### src/rtl/vctl_pkg.sv
package vctl_pkg;

  typedef enum logic [1:0] {
    CODE_BIN    = 2'd0,
    CODE_THERM  = 2'd1,
    CODE_ONEHOT = 2'd2
  } code_e;

  typedef struct packed {
    logic inc;
    logic dec;
  } step_t;

  function automatic int word_bits(code_e mode, int n);
    case (mode)
      CODE_BIN:    return n;
      CODE_THERM:  return (1 << n) - 1;
      default:     return (1 << n);
    endcase
  endfunction

  function automatic int mid_level(int n);
    return 1 << (n - 1);
  endfunction

  function automatic logic [1:0] prop_code(logic up, logic dn);
    return {up & ~dn, ~(up ^ dn)};
  endfunction

  function automatic step_t step_of(logic up, logic dn);
    step_t s;
    s.inc = up & ~dn;
    s.dec = dn & ~up;
    return s;
  endfunction

endpackage

### src/rtl/vctl_prop.sv
module vctl_prop (
  input  logic       clk,
  input  logic       rst_n,
  input  logic       up,
  input  logic       dn,
  output logic [1:0] prop_q
);

  logic [1:0] prop_d;

  always_comb prop_d = vctl_pkg::prop_code(up, dn);

  always_ff @(posedge clk) begin
    if (!rst_n) prop_q <= 2'b01;
    else        prop_q <= prop_d;
  end

endmodule

### src/rtl/vctl_bin_ctr.sv
module vctl_bin_ctr #(
  parameter int N = 4
) (
  input  logic         clk,
  input  logic         rst_n,
  input  logic         inc,
  input  logic         dec,
  output logic [N-1:0] q,
  output logic         at_top,
  output logic         at_bot
);

  localparam logic [N-1:0] MID = N'(vctl_pkg::mid_level(N));

  always_comb begin
    at_top = &q;
    at_bot = ~|q;
  end

  always_ff @(posedge clk) begin
    if (!rst_n)                q <= MID;
    else if (inc && !at_top)   q <= q + 1'b1;
    else if (dec && !at_bot)   q <= q - 1'b1;
  end

endmodule

### src/rtl/vctl_therm_sr.sv
module vctl_therm_sr #(
  parameter int N = 4
) (
  input  logic               clk,
  input  logic               rst_n,
  input  logic               inc,
  input  logic               dec,
  output logic [(1<<N)-2:0]  q,
  output logic               at_top,
  output logic               at_bot
);

  localparam int W    = (1 << N) - 1;
  localparam int HALF = vctl_pkg::mid_level(N);

  function automatic logic [W-1:0] half_full();
    logic [W-1:0] r;
    for (int i = 0; i < W; i++) r[i] = (i < HALF);
    return r;
  endfunction

  always_comb begin
    at_top = q[W-1];
    at_bot = ~q[0];
  end

  always_ff @(posedge clk) begin
    if (!rst_n)              q <= half_full();
    else if (inc && !at_top) q <= {q[W-2:0], 1'b1};
    else if (dec && !at_bot) q <= {1'b0, q[W-1:1]};
  end

endmodule

### src/rtl/vctl_onehot_sr.sv
module vctl_onehot_sr #(
  parameter int N = 4
) (
  input  logic               clk,
  input  logic               rst_n,
  input  logic               inc,
  input  logic               dec,
  output logic [(1<<N)-1:0]  q,
  output logic               at_top,
  output logic               at_bot
);

  localparam int W    = 1 << N;
  localparam int HALF = vctl_pkg::mid_level(N);
  localparam logic [W-1:0] ONE = {{(W-1){1'b0}}, 1'b1};

  always_comb begin
    at_top = q[W-1];
    at_bot = q[0];
  end

  always_ff @(posedge clk) begin
    if (!rst_n)              q <= ONE << HALF;
    else if (inc && !at_top) q <= {q[W-2:0], 1'b0};
    else if (dec && !at_bot) q <= {1'b0, q[W-1:1]};
  end

endmodule

### src/rtl/vctl_integ.sv
module vctl_integ #(
  parameter vctl_pkg::code_e MODE = vctl_pkg::CODE_BIN,
  parameter int N = 4
) (
  input  logic                                  clk,
  input  logic                                  rst_n,
  input  logic                                  inc,
  input  logic                                  dec,
  output logic [vctl_pkg::word_bits(MODE,N)-1:0] q,
  output logic                                  at_top,
  output logic                                  at_bot
);

  generate
    if (MODE == vctl_pkg::CODE_BIN) begin : g_bin
      vctl_bin_ctr #(.N(N)) u_bin (
        .clk(clk), .rst_n(rst_n), .inc(inc), .dec(dec),
        .q(q), .at_top(at_top), .at_bot(at_bot));
    end else if (MODE == vctl_pkg::CODE_THERM) begin : g_therm
      vctl_therm_sr #(.N(N)) u_therm (
        .clk(clk), .rst_n(rst_n), .inc(inc), .dec(dec),
        .q(q), .at_top(at_top), .at_bot(at_bot));
    end else begin : g_onehot
      vctl_onehot_sr #(.N(N)) u_onehot (
        .clk(clk), .rst_n(rst_n), .inc(inc), .dec(dec),
        .q(q), .at_top(at_top), .at_bot(at_bot));
    end
  endgenerate

endmodule

### src/rtl/vctl_encoder.sv
module vctl_encoder #(
  parameter vctl_pkg::code_e MODE = vctl_pkg::CODE_BIN,
  parameter int N = 4
) (
  input  logic                                   fb_clk,
  input  logic                                   rst_n,
  input  logic                                   up,
  input  logic                                   dn,
  output logic [1:0]                             prop_word,
  output logic [vctl_pkg::word_bits(MODE,N)-1:0] int_word
);

  vctl_pkg::step_t step;
  logic            step_up;
  logic            step_dn;
  logic            sat_hi;
  logic            sat_lo;

  always_comb begin
    step    = vctl_pkg::step_of(up, dn);
    step_up = step.inc;
    step_dn = step.dec;
  end

  vctl_prop u_prop (
    .clk(fb_clk), .rst_n(rst_n), .up(up), .dn(dn), .prop_q(prop_word));

  vctl_integ #(.MODE(MODE), .N(N)) u_integ (
    .clk(fb_clk), .rst_n(rst_n), .inc(step_up), .dec(step_dn),
    .q(int_word), .at_top(sat_hi), .at_bot(sat_lo));

endmodule

### config.mk
export PLATFORM = sky130hd
export DESIGN_NAME = vctl_encoder
export DESIGN_NICKNAME = d
export VERILOG_FILES = /design/src/rtl/vctl_pkg.sv /design/src/rtl/vctl_prop.sv /design/src/rtl/vctl_bin_ctr.sv /design/src/rtl/vctl_therm_sr.sv /design/src/rtl/vctl_onehot_sr.sv /design/src/rtl/vctl_integ.sv /design/src/rtl/vctl_encoder.sv
export SDC_FILE = /design/constraint.sdc
export NUM_CORES = 1
export LEC_CHECK = 0
export BUFFER_PORTS_ARGS = -buffer_cell sky130_fd_sc_hd__clkbuf_2
export CORE_AREA = 3 3 40 42
export CTS_CLUSTER_SIZE = 24
export DETAILED_ROUTE_END_ITERATION = 10
export DIE_AREA = 0 0 43 45
export HOLD_SLACK_MARGIN = 0.08
export PLACE_DENSITY = 0.52
export SLEW_MARGIN = 10
export SYNTH_ARGS = -nofsm -noshare
export SYNTH_HDL_FRONTEND = slang
export SYNTH_SLANG_ARGS = --single-unit
### constraint.sdc
create_clock -name fb_clk -period 2.52 [get_ports fb_clk]
set_clock_uncertainty 0.1 [all_clocks]
set_input_delay 0.504 -clock fb_clk [delete_from_list [all_inputs] [get_ports fb_clk]]
set_output_delay 0.504 -clock fb_clk [all_outputs]
set_load 0.02 [all_outputs]
Yosys cells after proc, flatten, opt, wreduce, memory -nomap -nowiden --
Cells that the tools add are included.
Storage, ports and cells: register bits 6, input bits 4, output and inout bits 6, logic and storage cells 18
Operators by class: add/sub/neg operators 2, multiplexer cells 2, bitwise operators 6, reductions and logical operators 6
Operators by type and width (number):
- 4-bit 2-to-1 mux | 2
- 4-bit by 1-bit adder with 4-bit output, second input constant | 1
- 4-bit AND reduction | 1
- 4-bit OR reduction | 1
- 4-bit by 1-bit subtractor with 4-bit output, second input constant | 1
- 1-bit inverter | 3
- 1-bit bitwise AND | 2
- 1-bit logical AND | 2
- 2-bit nonzero test | 1
- 1-bit zero test | 1
- 1-bit XOR | 1

Depth between registers and ports, before layout --
word-level depth 5, mapped depth 8, depth with buffers taken out 8

Modules after synthesis --
From an unflattened synthesis, not the netlist that was laid out.
Unflattened totals: cells, all modules 36, area total of the unflattened synthesis 381.6 um2
By module, submodules not included:
- vctl_bin_ctr | instances 1, cells an instance 28, area an instance 297.8 um2, sequential area each 80.1 um2
- vctl_prop | instances 1, cells an instance 6, area an instance 68.8 um2, sequential area each 40.0 um2
- vctl_encoder | instances 1, cells an instance 2, area an instance 15.0 um2, sequential area each 0.0 um2

Worst setup path before layout --
No wires, ideal clock.
path type register to register, from reg u_integ.g_bin.u_bin.q[0], to reg u_integ.g_bin.u_bin.q[3], setup time 0.121 ns, arrival 2.088 ns, required time 2.299 ns, setup slack 0.210 ns, stages on the path, launching flop included 8, buffers on the path 0, period minus slack after synthesis 2.310 ns, cells stage by stage dfxtp_1 > nand4_1 > nand2_1 > ha_1 > and3_1 > a211o_1 > a21oi_2 > mux2_4
Between the ends: word-level cells in the longest chain between the ends 4, elaborated cells between the ends (all ways) 10, classes of those cells 2 x add/sub; 2 x mux; 6 x reduce/logical
RTL lines:
- start: declaration | RTL line vctl_bin_ctr.sv:8 | output logic [N-1:0] q,
- start signal: assignment | RTL line vctl_bin_ctr.sv:22 | else if (inc && !at_top) q <= q + 1'b1;
- start signal: assignment | RTL line vctl_bin_ctr.sv:23 | else if (dec && !at_bot) q <= q - 1'b1;
- branches (longest 4 deep; another with 4-bit by 1-bit subtractor with 4-bit output)
Several ways; the timed one is not identified. The select of a mux whose other input is x is not followed. A chain may end at the register's enable or synchronous reset.

Worst setup path after layout --
from in dn, to reg u_integ.g_bin.u_bin.q[3]
Between the ends: word-level cells in the longest chain between the ends 4, elaborated cells between the ends (all ways) 7, classes of those cells 1 x mux; 3 x bitwise; 3 x reduce/logical
RTL lines:
- start: declaration | RTL line vctl_encoder.sv:8 | input logic dn,
- 1-bit inverter (*) | RTL line vctl_pkg.sv:32 | s.inc = up & ~dn;
- 1-bit bitwise AND (*) | RTL line vctl_pkg.sv:32
- net step_up | RTL line vctl_encoder.sv:14 | logic step_up;
- 1-bit logical AND (*) | RTL line vctl_bin_ctr.sv:22
- 4-bit 2-to-1 mux / 2-bit nonzero test (equally long branches)
The timed path passes the listed nets; every way through them passes the cells marked *.

==> flow_metrics.py <==
metrics = {
    "critical_path": {
        "cp-end-kind": "flip-flop",
        "regToRegSetupSlack_ps": 400,
        "startpoint_type": "input pin",
        "worstPathRequired_ps": 2560,
        "path_max_fanout": 3,
        "arrival_ps": 2170,
        "r2r_start": "u_integ.g_bin.u_bin.q[2]",
        "r2r_end": "u_integ.g_bin.u_bin.q[3]",
        "reg2reg_depth": 7,
        "critical_path_class": "in -> reg",
    },
    "sta": {
        "slew_violations": 0,
        "fin_ws_ps": 390.3,
        "rsz0062_at_grt": "no",
        "tightest_slew_ps": 326.2,
        "clock.fmax_mhz": 469.5,
        "tns_ps": 0,
        "hold_viol_final": 0,
        "fin_crit_sh_pct": 84.51,
        "post-route-min-period_ps": 2130,
        "finalSetupViolCount": 0,
        "maxSlewHeadroom_pct": 78.25,
    },
    "layout": {
        "layout.cells.non_filler": 66,
        "final_nets": 62,
        "multi_input_area_sq_um": 236.5,
        "area_growth_syn_to_layout_pct": 34.02,
        "register_area_sq_um": 120.1,
        "fill_cells": 135,
        "n_antenna_cell": 0,
        "drive_above_1_share_pct": 39.22,
    },
    "route": {
        "drtAntennaViolNets": 0,
        "drc": 0,
        "first_iter_violations": 5,
        "via_count": 310,
        "vias_per_cell": 4.697,
        "drtPass1Iterations": 4,
        "post_drt_wl_per_cell_microns": 11.29,
        "routed_wl_microns": 745,
    },
    "global_route": {
        "grt_pass1_vias": 287,
        "antenna_found_initial": 0,
        "grt_max_degree": 8,
        "grt.overflow.total": 0,
        "grt.total_usage_pct": 9.258,
        "grt_pass1_wl_mm": 1.255,
    },
    "floorplanning": {
        "design.core.area_sq_um": 1285,
        "dieArea_sq_um": 1935,
        "ioPinCount": 10,
        "die_w_microns": 43,
        "die_h_microns": 45,
        "initial_core_util_pct": 28.33,
        "rows": 13,
    },
    "worst_hold_path": {
        "hold_depth": 2,
        "hold_start": "rst_n",
        "worst_hold_path_type": "in -> reg",
        "hold_path_end": "u_prop.prop_q[0]",
    },
    "synth": {
        "async_flop_share_pct": 0,
        "synth_top_area_share_pct": 32.99,
        "yosysWarnings": 0,
        "synth_edf_count": 0,
        "yosys_most_used_dff": "dfxtp_1",
        "synth_area_leaders": "dfxtp_1, ha_1, fa_1",
        "yosysSeqAreaShare_pct": 32.99,
        "synth-seq-cells": 6,
        "synthTopCellsByCount": "dfxtp_1, ha_1",
        "syn_area_sq_um": 364.1,
        "yosysTopAreaCell": "dfxtp_1",
        "synth.avg_cell_area_sq_um": 10.71,
        "synth_most_common_cell": "dfxtp_1",
        "synth_cell_types": 20,
        "synth_cells": 34,
        "synthesis.nets": 43,
    },
    "clock_tree": {
        "cts_made_buffers": 3,
        "cts_max_level": 1,
        "ctsHoldBuffers": 0,
        "cts_setup_buffers": 0,
        "cts.sinks": 6,
        "cts_resized": 0,
        "clockBufferDepth": 2,
        "cts_root_buffer": "clkbuf_4",
        "clock_latency_ps": 250,
        "path_clk_slew_ps": 50,
        "cts_tree": "done",
    },
    "power_and_ir_drop": {
        "p_leak_nw": 0.2496,
        "powerDensity_nw_per_um2": 715.3,
        "ir_worst_vdd_mv": 0.2854,
        "power_mw": 0.3490,
    },
    "placed_design": {
        "placed_cells": 63,
        "port-buffer-count": 9,
        "place.gp.congestion": 0.6491,
        "place_ws_ps": 131.9,
        "dp_hpwl_microns": 595.3,
    },
    "outcome": {
        "status": "finished clean",
    },
    "run": {
        "drv_cap": 0,
    },
}
[cell type report]
class                      instances  share of cell area, %
multi-input combinational         26                  48.46
clock buffer                       3                  4.615
tap                               15                  3.846
inverter                           2                  1.538
timing repair buffer              14                  16.92
sequential                         6                  24.62
[layout by cell type, fill, tap and decap left out]
master | netlist | routed
a21o_1 | 1 | 1
dfxtp_1 | 6 | 6
a21oi_2 | 1 | 1
and3_1 | 1 | 1
buf_4 | 0 | 5
clkbuf_4 | 0 | 3
o22ai_2 | 1 | 1
inv_1 | 2 | 2
fa_1 | 1 | 1
nand2_1 | 2 | 2
and2_1 | 2 | 2
xor2_1 | 1 | 1
ha_1 | 4 | 4
nand2b_1 | 2 | 2
nor2b_1 | 2 | 2
xnor2_1 | 1 | 1
a211o_1 | 1 | 1
nand4_1 | 1 | 1
mux2i_1 | 2 | 2
o41a_1 | 1 | 1
o211ai_1 | 1 | 1
clkbuf_2 | 0 | 9
mux2_4 | 1 | 1
[where the power goes]
| part | switching, mW | internal [mW] | total (mW) |
|---|---|---|---|
| sequential | 0.0128 | 0.110 | 0.123 |
| clock | 0.0365 | 0.0540 | 0.0905 |
| combinational | 0.0687 | 0.0670 | 0.136 |
[critical path, cell delays in order]
cell	delay (ps)
clkbuf_2	90
inv_1	50
ha_1	150
nand2_1	110
ha_1	330
and3_1	200
a211o_1	280
a21oi_2	160
mux2_4	300
[layer usage]
layer / vias to the layer above / GRT usage, % / part of all wire (%)
met3: 2 / 6.773 / 12
met4: 0 / 3.614 / 0.67
li1: 157 / - / -
met1: 136 / 10.41 / 44
met5: - / 0 / 0
met2: 15 / 13.47 / 43
[logic make-up after synthesis]
| logic type | after synthesis | share of synthesized area, % |
|---|---|---|
| mux | 3 | 9.621 |
| buf+inv | 2 | 2.063 |
| fa+ha+maj | 5 | 19.24 |
| compound gates | 6 | 15.47 |
| xor+xnor | 2 | 4.812 |
| flops | 6 | 32.99 |
| simple gates | 10 | 15.81 |
[sequential cells by signal, indices dropped and copies added, names as in the netlist]
register / count
u_integ.g_bin.u_bin.q: 4
u_prop.prop_q: 2
[worst max path at each step]
stage	from	endpoint
after floorplan	u_integ.g_bin.u_bin.q[0]	u_integ.g_bin.u_bin.q[3]
after global placement	dn	u_integ.g_bin.u_bin.q[3]
after detailed placement	dn	u_integ.g_bin.u_bin.q[3]
after CTS	u_integ.g_bin.u_bin.q[2]	u_integ.g_bin.u_bin.q[3]
after global routing	u_integ.g_bin.u_bin.q[2]	u_integ.g_bin.u_bin.q[3]
final	dn	u_integ.g_bin.u_bin.q[3]
[per-stage QoR]
stage / instance area [sq um] / utilization [%] / hold slack [ps]
final: 488.0 / 37.97 / 414.8
after global routing: 488.0 / 37.97 / 411.2
after CTS: 488.0 / 37.97 / 405.4
after detailed placement: 465.4 / 36.22 / 453.9
after global placement: 465.4 / 36.22 / 454.4
after floorplan: 364.1 / - / 477.0
No activity file was read; power rests on OpenSTA's default activity.
